==> src/rtl/rcu_pkg.sv <==
// Shared constants for the reset cause unit: the number of sources and the
// bit position of each source in the flag vector. Software decodes these
// positions, so they are fixed.
package rcu_pkg;
    localparam int NUM_SRC = 6;
    localparam int F_EXT   = 0;
    localparam int F_POR   = 1;
    localparam int F_BOR   = 2;
    localparam int F_WDT   = 3;
    localparam int F_SW    = 4;
    localparam int F_BRK   = 5;

    typedef logic [NUM_SRC-1:0] src_vec_t;

    // flag value left by any power-class reset
    localparam src_vec_t PWR_FLAGS = src_vec_t'((1 << F_POR) | (1 << F_BOR));
endpackage

==> src/rtl/rcu_sync.sv <==
// Multi-stage synchroniser for a vector of asynchronous request levels.
// Assumes every request pulse is long enough to be caught by the first stage.
// Output lags the input by STAGES clock edges.
module rcu_sync #(
    parameter int WIDTH  = 6,
    parameter int STAGES = 2
) (
    input  logic             clk,
    input  logic             rst_n,
    input  logic [WIDTH-1:0] d,
    output logic [WIDTH-1:0] q
);
    logic [WIDTH-1:0] stage [STAGES];

    genvar gi;
    generate
        for (gi = 0; gi < STAGES; gi++) begin : g_stage
            if (gi == 0) begin : g_first
                // capture the raw request levels
                always_ff @(posedge clk) begin
                    if (!rst_n) stage[0] <= '0;
                    else        stage[0] <= d;
                end
            end else begin : g_next
                // pass the value one stage further down the chain
                always_ff @(posedge clk) begin
                    if (!rst_n) stage[gi] <= '0;
                    else        stage[gi] <= stage[gi-1];
                end
            end
        end
    endgenerate

    assign q = stage[STAGES-1];
endmodule

==> src/rtl/rcu_stretch.sv <==
// Reset stretcher and power-up phase tracker. Any active event reloads the hold
// counter. The internal reset is high while the counter is not zero. The
// power-up phase starts with a power-on event and ends when the counter first
// reaches zero. Assumes HOLD_CYCLES >= 1.
module rcu_stretch #(
    parameter int HOLD_CYCLES = 16
) (
    input  logic clk,
    input  logic rst_n,
    input  logic any_evt,
    input  logic por_evt,
    output logic core_rst,
    output logic pwrup
);
    localparam int CW = $clog2(HOLD_CYCLES + 1);

    logic [CW-1:0] cnt;

    // reload on any event, otherwise count down to zero
    always_ff @(posedge clk) begin
        if (!rst_n)             cnt <= CW'(HOLD_CYCLES);
        else if (any_evt)       cnt <= CW'(HOLD_CYCLES);
        else if (cnt != '0)     cnt <= cnt - 1'b1;
    end

    // power-up window: opened by power-on, closed at the first release
    always_ff @(posedge clk) begin
        if (!rst_n)             pwrup <= 1'b1;
        else if (por_evt)       pwrup <= 1'b1;
        else if (cnt == '0)     pwrup <= 1'b0;
    end

    assign core_rst = (cnt != '0);


    evt_asserts_rst_chk: assert property (@(posedge clk) disable iff (!rst_n)
        any_evt |=> core_rst);

    hold_expires_chk: assert property (@(posedge clk) disable iff (!rst_n)
        (!any_evt && cnt == CW'(1)) |=> !core_rst);

    pwrup_ends_at_release_chk: assert property (@(posedge clk) disable iff (!rst_n)
        $fell(pwrup) |-> !core_rst);
endmodule

==> src/rtl/rcu_flags.sv <==
// Sticky reset-cause flag register and last-cause-was-break tracker.
// evt carries synchronised, already gated events in flag bit order. Power-class
// events (power-on, watchdog) reload the flags. Other events are ORed in after
// the software write mask, so in the same cycle setting wins over clearing.
module rcu_flags
    import rcu_pkg::*;
(
    input  logic     clk,
    input  logic     rst_n,
    input  src_vec_t evt,
    input  logic     wr_en,
    input  src_vec_t wr_data,
    output src_vec_t flags,
    output logic     brk_last
);
    logic     pwr_class;
    src_vec_t keep_mask;
    src_vec_t pwr_value;

    assign pwr_class = evt[F_POR] | evt[F_WDT];
    assign keep_mask = wr_en ? wr_data : '1;
    assign pwr_value = PWR_FLAGS | (evt & src_vec_t'(1 << F_WDT));

    // flag update: reload on power-class reset, else mask then set
    always_ff @(posedge clk) begin
        if (!rst_n)          flags <= PWR_FLAGS;
        else if (pwr_class)  flags <= pwr_value;
        else                 flags <= (flags & keep_mask) | evt;
    end

    // remember whether the most recent reset event was a serial break
    always_ff @(posedge clk) begin
        if (!rst_n)          brk_last <= 1'b0;
        else if (pwr_class)  brk_last <= 1'b0;
        else if (|evt)       brk_last <= evt[F_BRK];
    end


    por_loads_flags_chk: assert property (@(posedge clk) disable iff (!rst_n)
        (evt[F_POR] && !evt[F_WDT]) |=> (flags == PWR_FLAGS));

    sw_sets_flag_chk: assert property (@(posedge clk) disable iff (!rst_n)
        (evt[F_SW] && !pwr_class) |=> flags[F_SW]);

    no_rise_without_evt_chk: assert property (@(posedge clk) disable iff (!rst_n)
        (evt == '0) |=> ((flags & ~$past(flags)) == '0));
endmodule

==> src/rtl/reset_cause_unit.sv <==
// Top of the reset cause unit. Synchronises the six request inputs, gates the
// external pin by its enable or the power-up window, records the causes, stretches
// the internal reset and selects the start address. Assumes boot_stat, boot_vec,
// pin_rst_en and isp_force are quasi-static levels in the clock domain.
module reset_cause_unit
    import rcu_pkg::*;
#(
    parameter int SYNC_STAGES = 2,
    parameter int HOLD_CYCLES = 16,
    parameter int VEC_W       = 8
) (
    input  logic                 clk,
    input  logic                 rst_n,
    input  logic                 ext_rst_n_pin,
    input  logic                 pin_rst_en,
    input  logic                 por_req,
    input  logic                 bod_req,
    input  logic                 wdt_req,
    input  logic                 sw_req,
    input  logic                 brk_req,
    input  logic                 boot_stat,
    input  logic                 isp_force,
    input  logic [VEC_W-1:0]     boot_vec,
    input  logic                 flag_wr_en,
    input  logic [NUM_SRC-1:0]   flag_wr_data,
    output logic                 core_rst,
    output logic [NUM_SRC-1:0]   flags,
    output logic [2*VEC_W-1:0]   start_addr
);
    src_vec_t raw_req;
    src_vec_t sync_req;
    src_vec_t evt;
    logic     pwrup;
    logic     brk_last;
    logic     isp_seen;
    logic     use_boot;

    // requests in flag bit order; pin is active low
    always_comb begin
        raw_req         = '0;
        raw_req[F_EXT]  = ~ext_rst_n_pin;
        raw_req[F_POR]  = por_req;
        raw_req[F_BOR]  = bod_req;
        raw_req[F_WDT]  = wdt_req;
        raw_req[F_SW]   = sw_req;
        raw_req[F_BRK]  = brk_req;
    end

    rcu_sync #(.WIDTH(NUM_SRC), .STAGES(SYNC_STAGES)) u_sync (
        .clk   (clk),
        .rst_n (rst_n),
        .d     (raw_req),
        .q     (sync_req)
    );

    // pin counts only when enabled or while powering up
    always_comb begin
        evt        = sync_req;
        evt[F_EXT] = sync_req[F_EXT] & (pin_rst_en | pwrup);
    end

    rcu_stretch #(.HOLD_CYCLES(HOLD_CYCLES)) u_stretch (
        .clk      (clk),
        .rst_n    (rst_n),
        .any_evt  (|evt),
        .por_evt  (evt[F_POR]),
        .core_rst (core_rst),
        .pwrup    (pwrup)
    );

    rcu_flags u_flags (
        .clk      (clk),
        .rst_n    (rst_n),
        .evt      (evt),
        .wr_en    (flag_wr_en),
        .wr_data  (flag_wr_data),
        .flags    (flags),
        .brk_last (brk_last)
    );

    // ISP latch: sampled at power-on, caught anywhere in the power-up window
    always_ff @(posedge clk) begin
        if (!rst_n)                 isp_seen <= 1'b0;
        else if (evt[F_POR])        isp_seen <= isp_force;
        else if (pwrup && isp_force) isp_seen <= 1'b1;
    end

    // start address: boot page or zero
    always_comb begin
        use_boot   = brk_last | boot_stat | isp_seen;
        start_addr = use_boot ? {boot_vec, {VEC_W{1'b0}}} : '0;
    end


    pin_ignored_chk: assert property (@(posedge clk) disable iff (!rst_n)
        (!pin_rst_en && !pwrup && !flags[F_EXT] && !flag_wr_en) |=> !flags[F_EXT]);
endmodule

==> config.mk <==
export PLATFORM = sky130hd
export DESIGN_NAME = reset_cause_unit
export DESIGN_NICKNAME = d
export VERILOG_FILES = /design/src/rtl/rcu_pkg.sv /design/src/rtl/rcu_sync.sv /design/src/rtl/rcu_stretch.sv /design/src/rtl/rcu_flags.sv /design/src/rtl/reset_cause_unit.sv
export SDC_FILE = /design/constraint.sdc
export NUM_CORES = 1
export LEC_CHECK = 0
export BUFFER_PORTS_ARGS = -buffer_cell sky130_fd_sc_hd__buf_4
export CAP_MARGIN = 40
export CORE_MARGIN = 2
export CORE_UTILIZATION = 45
export CTS_CLUSTER_DIAMETER = 40
export DETAILED_ROUTE_END_ITERATION = 10
export GPL_TIMING_DRIVEN = 0
export PLACE_DENSITY_LB_ADDON = 0.1
export SYNTH_ARGS = -nofsm -noshare
export SYNTH_HDL_FRONTEND = slang
export SYNTH_SLANG_ARGS = --single-unit
==> constraint.sdc <==
create_clock -name clk -period 1.6 [get_ports clk]
set_input_delay 0.16 -clock clk [delete_from_list [all_inputs] [get_ports clk]]
set_output_delay 0.16 -clock clk [all_outputs]
set_load 0.01 [all_outputs]
==> run metrics, run 1 <==
Clock Latency Late Sink=300 ps; Area contributors post-synth=dfxtp_1 (50%), and2_1 (6.6%), buf_4 (5.7%), nor2b_1 (4.2%), nor3_1 (2.9%); DRT Pass-1 Iters=2; crit end category=primary output; synthesized area=1040 µm²; first-pass GRT wire length=3010 µm; Core Region=2210 µm²; worst setup slack after layout=92.6 ps; Routed WL=1970 µm; critical path launch point type=flop; outcome=complete, no violations; WP data required=1440 ps; Worst-path clk slew=130 ps; DRC=0; Synth-to-Final Area Change=42.2%; top-count cell post-synth=dfxtp_1; Syn. warnings=0; GRT Total Usage=14.7%; die area=2720 µm²; Clock Tree Buf Depth=2; number of DRC markers in iteration 0=7; Period minus WS final=1510 ps; peak fanout along the critical path=3; total of max-cap violations=0; post-synthesis sequential area ratio=49.8%; Fillers=201; Inserted Diodes=0; worst hold path class=input pin to flop; DR WL/cell=10.5 µm; LEAKAGE=0.000698 µW; Top Ports=49; total gr overflow=0; post-synth top area share=49.8%; post-synthesis area per instance=9.95 µm²; ratio of cells with drive above 1 in the final layout=41.3%; effective utilization at floorplan=47.2%; area leader, netlist=dfxtp_1; CTS HTree Levels=1; largest net degree at the start of global routing=14; Tcrit/Tclk final=94.2%; Worst Skew=5.06 ps; Synth cell types=28; placed instance count=180; crit path DAT=1350 ps; maximum vdd drop=606 µV; vias per inst=4.47; Post-synth EDFFs=0; WS Path Type=flop to primary output; Synth Instances=105; Post-synth top cells=dfxtp_1 (26), and2_1 (11), buf_4 (8); Placer Congestion=0.655; CTS Sinks=26; Bufs and invs on worst path=3; dpl hpwl=1540 µm; Most common cell on crit path=inv_2; final core occ=67.1%; critical path's slowest cell=dfxtp_2; ys async rst share=0%; achievable clock frequency=0.663 GHz; total number of vias=840; final hold violations=0; Rows=17; CP cell instances=inv_2 > ha_2 > nor4b_4 > inv_2 > buf_4; CTS tree=yes; initial antenna violation count=0; family with the most delay on the worst path=flip-flops; Antenna Nets Post-Route=0; PwrDens=858 nW/µm²; die height=52.2 µm; vias in the first global route=721; root buffer cell=clkbuf_4; TritonCTS Buffers=3; fin nets=190; Final setup viols=0; Finished Layout Cells=188; pre-CTS setup slack=111 ps; port bufs=40; die width=52.2 µm; max incr delay on CP=360 ps; Synth Flop Type=dfxtp_1; Slew Limit Fails=0; synthesized flop and latch total=26
[path summary, 6_finish.rpt]
kind,startpoint,to,slack (ps),depth (start not counted)
worst max-delay path,u_stretch.cnt[0],core_rst,90,5
worst max register to register,u_stretch.cnt[0],u_stretch.cnt[0],210,7
worst min register to register,u_sync.stage[0][0],u_sync.stage[1][0],450,1
worst min-delay path,brk_req,u_sync.stage[0][5],50,2
[state kept, by name, summed over array words and instances, names as in the netlist]
name	cells
isp_seen	1
u_flags.brk_last	1
u_stretch.cnt	5
u_sync.stage	12
u_stretch.pwrup	1
u_flags.flags	6
[repair_timing]
| item | in CTS | in global routing |
|---|---|---|
| gates resized for setup | 2 | 4 |
| endpoints found under the hold margin | 1 | 0 |
| hold buffers | 1 | 0 |
| buffers inserted | 2 | 2 |
| setup endpoints to repair | 9 | 1 |
[final cells by class]
| type | count | area [µm²] | area share, % |
|---|---|---|---|
| repair buffers | 45 | 340 | 22.9 |
| inverters | 8 | 30.0 | 2.02 |
| multi-input cells | 69 | 470 | 31.7 |
| well taps | 28 | 35.0 | 2.36 |
| clock buffers | 3 | 22.5 | 1.52 |
| plain buffers | 9 | 63.8 | 4.30 |
| flip-flops and latches | 26 | 523 | 35.2 |
[power by group]
| group | leakage (µW) | switching, µW | internal (µW) |
|---|---|---|---|
| sequential | 0.000215 | 32.9 | 692 |
| clock | 0.0000138 | 169 | 87.7 |
| combinational | 0.000469 | 121 | 172 |
[metrics by stage]
stage | TNS [ps] | total power (µW) | hold slack, ps | instance area, µm²
CTS | 0 | 1280 | 39.8 | 1470
global placement | 0 | 1000 | 315 | 1410
finish | 0 | 1270 | 51.0 | 1490
global route | -5.87 | 1350 | 37.1 | 1490
detailed placement | 0 | 1010 | 318 | 1410
floorplan | 0 | 897 | 232 | 1070
[placed cells by master, fill, tap and decap left out]
cell,Yosys,routed
a211o_1,1,1
a211oi_2,1,1
a21boi_0,1,1
a21oi_1,4,4
and2_1,11,11
and2b_1,2,2
buf_4,8,52
clkbuf_1,1,1
clkbuf_4,0,3
conb_1,1,8
dfxtp_1,26,24
dfxtp_2,0,2
dlygate4sd3_1,0,1
ha_1,2,1
ha_2,0,1
inv_1,7,6
inv_2,1,2
nand2_1,3,3
nand3_1,3,3
nand3b_1,1,1
nand4_4,1,1
nor2_1,4,4
nor2b_1,7,7
nor3_1,6,5
nor3_4,0,1
nor3b_4,1,1
nor4b_4,1,1
o211a_1,1,1
o21a_1,1,1
o21ai_0,6,6
o21ai_2,1,1
or3b_1,1,1
xnor2_1,2,2
[per-layer routing]
layer	vias to the layer above	global-route usage, %	part of all wire, %
met2	24	27.6	55
met4	0	6.41	0.86
met1	376	16.5	39
met5	-	0	0
met3	2	1.71	5.6
li1	438	-	-
[kinds of logic after synthesis]
kind of cell	count (synthesis)	synth area share, %
and+or+nand+nor	41	26.7
DFF	26	49.8
buffers and inverters	17	8.98
AOI/OAI and AO/OA	16	10.1
xor gates and xnor gates	2	1.68
adders and majority gates	2	2.39
other	1	0.359
Power figures use the tool's default switching activity.
==> run 2, diff against run 1 <==
--- a/config.mk
+++ b/config.mk
@@ -7,6 +7,7 @@
 export LEC_CHECK = 0
 export BUFFER_PORTS_ARGS = -buffer_cell sky130_fd_sc_hd__buf_4
 export CAP_MARGIN = 40
+export CORE_ASPECT_RATIO = 0.7
 export CORE_MARGIN = 2
 export CORE_UTILIZATION = 45
 export CTS_CLUSTER_DIAMETER = 40
==> run metrics, run 2 (synthesized netlist as in run 1, its figures left out) <==
Endpoint, Worst Hold=u_sync.stage[0][3]; CTS tree=yes; crit path DAT=1350 ps (about the same); peak fanout along the critical path=3 (unchanged); switching power=332 µW (+2.8%); Worst Skew=6.85 ps (+1.80 ps); largest net degree at the start of global routing=14 (unchanged); Final setup viols=0 (unchanged); flop2flop setup slack=200 ps (about the same); Cell Area, Placed=1410 µm² (+0.36%); Most common cell on crit path=inv_2; CTS HTree Levels=1 (unchanged); switch share=25.7% (+0.35 points); Hold Path Cell Cnt=2 (unchanged); achievable clock frequency=0.663 GHz (-0.13%); PwrDens=857 nW/µm² (-0.18%); total number of vias=869 (+3.5%); critical path launch point type=flop; Seq pwr share=56.2% (-0.6 points); most common cell after layout, fill and taps aside=buf_4; first-pass GRT wire length=3170 µm (+5.5%); LEAKAGE=0.000706 µW (+1.1%); maximum vdd drop=595 µV (-1.8%); Internal=960 µW (+0.86%); Placer Congestion=0.701 (+6.9%); total gr overflow=0 (unchanged); most frequent cells in the layout=buf_4 (53), dfxtp_1 (24), and2_1 (11), conb_1 (8), nor2b_1 (7); R2R depth=8 (+1); max FFs per register=12 (unchanged); dpl hpwl=1620 µm (+5.5%); Hold Path Origin=wdt_req; Core Region=2170 µm² (-1.8%); Worst-path clk slew=120 ps (about the same); Period minus WS final=1510 ps (+1.91 ps); crit end category=primary output; CP cell instances=inv_2 > ha_4 > nor4b_4 > inv_2 > buf_4; GRT Total Usage=15.9% (+1.2 points); worst setup slack after layout=90.7 ps (-1.91 ps); total of max-cap violations=0 (unchanged); WP data required=1440 ps (about the same); die height=44.3 µm (-15%); Routed WL=2100 µm (+6.5%); Tcrit/Tclk final=94.3% (+0.12 points); Clock Tree Buf Depth=2 (unchanged); Clock Power Share=20.0% (about the same); die area=2730 µm² (+0.22%); Rows=14 (-3); vias in the first global route=752 (+4.3%); Antenna Nets Post-Route=0 (unchanged); DRC=0 (unchanged); Reg-to-Reg Start=u_stretch.cnt[0]; CTS Sinks=26 (unchanged); Top reg by flops=u_sync.stage; final hold violations=0 (unchanged); fin nets=191 (+0.53%); ratio of cells with drive above 1 in the final layout=41.6% (+0.36 points); DRT Pass-1 Iters=3 (+1); pre-CTS setup slack=186 ps (+75.2 ps); leading registers by flop count=u_sync.stage (12), u_flags.flags (6), u_stretch.cnt (5); root buffer cell=clkbuf_4; initial antenna violation count=0 (unchanged); Worst Hold Slack=50.9 ps (-0.114 ps); max incr delay on CP=360 ps (about the same); WS Path Type=flop to primary output; final instance area=1510 µm² (+1.5%); Inserted Diodes=0 (unchanged); Design Power=1290 µW (+1.3%); Slew Limit Fails=0 (unchanged); Comb pwr share=23.7% (+0.6 points); worst r2r dst=u_stretch.cnt[0]; effective utilization at floorplan=48.1% (+0.87 points); TritonCTS Buffers=3 (unchanged); die width=61.6 µm (+18%); outcome=complete, no violations; final core occ=69.4% (+2.3 points); port bufs=40 (unchanged); critical path's slowest cell=dfxtp_2; Synth-to-Final Area Change=44.3%; Top Ports=49 (unchanged); vias per inst=4.50 (+0.77%); number of DRC markers in iteration 0=11 (+4); Clock Latency Late Sink=310 ps (about the same); worst hold path class=input pin to flop; DR WL/cell=10.9 µm (+3.7%)
## run 2: cell types whose count changed in the layout (fill, tap and decap cells not counted), sizes merged
cell / delta
buf: +1
## run 2: routing by layer
| layer | global-route usage (%) | part of all wire (%) | vias up |
|---|---|---|---|
| met5 | 0 | 0 | - |
| met4 | 3.83 | 0.62 | 0 |
| met3 | 5.85 | 7.4 | 2 |
| met2 | 26.1 | 48 | 27 |
| met1 | 19.9 | 44 | 396 |
| li1 | - | - | 444 |
## run 2: what timing repair did
action	in CTS	in global routing
resized for setup	2	5
hold buffers	1	0
hold endpoints to repair	1	0
setup buffers	3	2
setup endpoints to repair	9	5
## run 2: worst max-delay path by stage
stage	end	cells past startpoint	slack [ps]	startpoint
finish	core_rst	5	90	u_stretch.cnt[0]
global route	core_rst	5	-10	u_stretch.cnt[0]
CTS	start_addr[8]	3	30	u_flags.brk_last
detailed placement	start_addr[8]	3	190	u_flags.brk_last
global placement	start_addr[8]	3	190	u_flags.brk_last
floorplan	u_stretch.cnt[4]	4	290	u_stretch.cnt[0]
## run 2: power by group through the flow
stage	clock, µW	sequential [µW]	combinational (µW)
floorplan	0	735	162
global placement	0	735	264
detailed placement	0	738	272
CTS	271	724	288
global route	298	733	336
finish	259	727	306
## run 2: stage by stage
stage	instances	setup TNS, ps
after global routing	193	-13.2
after global placement	184	0
after CTS	191	0
final	193	0
after detailed placement	184	0
after floorplan	112	0
## run 2: area by class of cell
| type | count | area (µm²) |
|---|---|---|
| Inverter | 8 | 30.0 |
| Timing Repair Buffer | 46 | 348 |
| Tap cell | 32 | 40.0 |
| Sequential cell | 26 | 523 |
| Clock buffer | 3 | 22.5 |
| Fill cell | 179 | 664 |
| Multi-Input combinational cell | 69 | 480 |
| Buffer | 9 | 63.8 |
## run 2: critical path, delay by kind of cell (launching register included)
| family | cells | cell delay [ps] |
|---|---|---|
| flops | 1 | 360 |
| fa+ha+maj | 1 | 140 |
| simple gates | 1 | 240 |
| buf+inv | 3 | 300 |
==> run 3, diff against run 2 <==
--- a/config.mk
+++ b/config.mk
@@ -9,7 +9,7 @@
 export CAP_MARGIN = 40
 export CORE_ASPECT_RATIO = 0.7
 export CORE_MARGIN = 2
-export CORE_UTILIZATION = 45
+export CORE_UTILIZATION = 48
 export CTS_CLUSTER_DIAMETER = 40
 export DETAILED_ROUTE_END_ITERATION = 10
 export GPL_TIMING_DRIVEN = 0
==> constraint.sdc (replaced) <==
create_clock -name clk -period 1.88 [get_ports clk]
set_input_delay 0.188 -clock clk [delete_from_list [all_inputs] [get_ports clk]]
set_output_delay 0.188 -clock clk [all_outputs]
set_load 0.01 [all_outputs]
==> run metrics, run 3 (synthesized netlist as in run 1, its figures left out) <==
Clock Latency Late Sink=320 ps (about the same); Tcrit/Tclk final=90.6%; max incr delay on CP=350 ps (about the same); WP data required=1690 ps (+250 ps); Cell Area, Placed=1400 µm² (-0.71%); fin nets=187 (-2.1%); Met3 Wirelength=139 µm (-11%); vias per inst=4.57 (+1.4%); peak fanout along the critical path=5 (+2); CTS HTree Levels=1 (unchanged); most common cell after layout, fill and taps aside=buf_4; Endpoint, Worst Hold=u_sync.stage[0][4]; TritonCTS Buffers=3 (unchanged); port bufs=40 (unchanged); Fillers=165 (-7.8%); Top Ports=49 (unchanged); total number of vias=831 (-4.4%); Slew Limit Fails=0 (unchanged); die area=2570 µm² (-5.8%); final instance area=1460 µm² (-3.2%); final setup TNS=0 ps (unchanged); R2R depth=4 (-4); leading registers by flop count=u_sync.stage (12), u_flags.flags (6), u_stretch.cnt (5); die width=59.8 µm (-3.0%); Hold Path Cell Cnt=2 (unchanged); Worst Skew=6.94 ps (+0.0913 ps); most frequent cells in the layout=buf_4 (49), dfxtp_1 (26), and2_1 (11), conb_1 (8); Hold Path Origin=sw_req; final hold violations=0 (unchanged); DR WL/cell=11.0 µm (+1.2%); WS Path Type=flop to primary output; RSZ-0062 raised after global routing=no; flop2flop setup slack=500 ps (+300 ps); Period minus WS final=1700 ps; root buffer cell=clkbuf_4; ratio of cells with drive above 1 in the final layout=38.0% (-3.6 points); crit end category=primary output; number of DRC markers in iteration 0=16 (+5); Reg-to-Reg Start=u_stretch.cnt[0]; achievable clock frequency=0.587 GHz; outcome=complete, no violations; Top reg by flops=u_sync.stage; max FFs per register=12 (unchanged); Routed WL=2010 µm (-4.6%); top sig layer=met4; CTS tree=yes; DRT Pass-1 Iters=4 (+1); DRC=0 (unchanged); initial antenna violation count=0 (unchanged); die height=43.0 µm (-2.9%); Core Region=2100 µm² (-3.2%); CTS Sinks=26 (unchanged); effective utilization at floorplan=49.7% (+1.6 points); Antenna Nets Post-Route=0 (unchanged); worst r2r dst=u_stretch.cnt[4]; CP cell instances=inv_1 > ha_1 > nor4b_4 > inv_2 > buf_4; GRT Total Usage=17.6% (+1.7 points); total gr overflow=0 (unchanged); Final setup viols=0 (unchanged); Synth-to-Final Area Change=39.8%; vias in the first global route=741 (-1.5%); worst hold path class=input pin to flop; crit path DAT=1520 ps (+170 ps); total of max-cap violations=0 (unchanged); critical path launch point type=flop; Rows=14 (unchanged); dpl hpwl=1610 µm (-0.94%); critical path's slowest cell=dfxtp_1; Met1 Wirelength=918 µm (-0.54%); PwrDens=771 nW/µm² (-10%); Inserted Diodes=0 (unchanged); maximum vdd drop=485 µV (-18%); largest net degree at the start of global routing=15 (+1); Placer Congestion=0.679 (-3.1%); metal2 WL=923 µm (-8.3%); Worst-path clk slew=120 ps (about the same); first-pass GRT wire length=3340 µm (+5.2%); Clock Tree Buf Depth=2 (unchanged); LEAKAGE=0.000691 µW (-2.0%)
==> run 3: cell count changes in the layout (fill, tap and decap cells not counted) <==
cell	change
buf_4	-4
dfxtp_1	+2
dfxtp_2	-2
clkbuf_8	+1
ha_1	+1
ha_4	-1
inv_1	+1
inv_2	-1
nor3_2	+1
nor3_4	-1
==> run 3: area by class of cell <==
cell class	instances	area (µm²)	share of cell area (%)
Buffer	9	63.8	4.37
Inverter	8	30.0	2.06
Tap cell	24	30.0	2.06
Sequential cell	26	520	35.6
Clock buffer	4	36.3	2.49
Timing Repair Buffer	42	318	21.8
Multi-Input combinational cell	69	462	31.6
==> run 3: per-stage QoR <==
step / instances / worst slack, ps / hold slack (ps) / total power (µW) / util, %
after floorplan: 112 / 574 / 260 / 763 / -
after global placement: 176 / 452 / 347 / 850 / 66.7
after global routing: 182 / 40.5 / 46.8 / 1190 / 69.5
after CTS: 181 / 109 / 58.9 / 1130 / 69.1
after detailed placement: 176 / 338 / 350 / 861 / 66.7
final: 182 / 177 / 70.9 / 1130 / 69.5
==> run 3: critical path: cells and delay by family (launching register included) <==
family | cells | cell delay [ps]
flops | 1 | 350
simple gates | 1 | 290
buf+inv | 3 | 370
fa+ha+maj | 1 | 200
==> run 3: what timing repair did <==
action | in CTS | in global routing
buffers inserted | 0 | 1
resized for setup | 1 | 0
pin swaps | 0 | 0
hold buffers | 1 | 0
endpoints found under the hold margin | 1 | 0
endpoints found under the setup margin | 2 | 1
==> run 3: power by group <==
group          internal (µW)  switching [µW]  total (µW)  leakage (µW)
sequential               588            28.6         616      0.000214
combinational            136             100         236      0.000456
clock                    118             155         273     0.0000210
total                    842             284        1130      0.000691
==> run 3: per-layer routing <==
| metal | global-route usage (%) | vias to the layer above |
|---|---|---|
| met1 | 22.2 | 364 |
| li1 | - | 435 |
| met4 | 8.00 | 0 |
| met2 | 27.4 | 30 |
| met3 | 5.49 | 2 |
| met5 | 0 | - |
==> run 3: worst max path at each step <==
stage          slack, ps          endpoint             start  cells after the start
2_1_floorplan        570  u_stretch.cnt[4]  u_stretch.cnt[0]                      4
3_5_place_dp         340    start_addr[15]  u_flags.brk_last                      3
4_1_cts              110          core_rst  u_stretch.cnt[0]                      5
3_3_place_gp         450     start_addr[8]  u_flags.brk_last                      3
5_1_grt               40          core_rst  u_stretch.cnt[0]                      5
6_report             180          core_rst  u_stretch.cnt[0]                      5
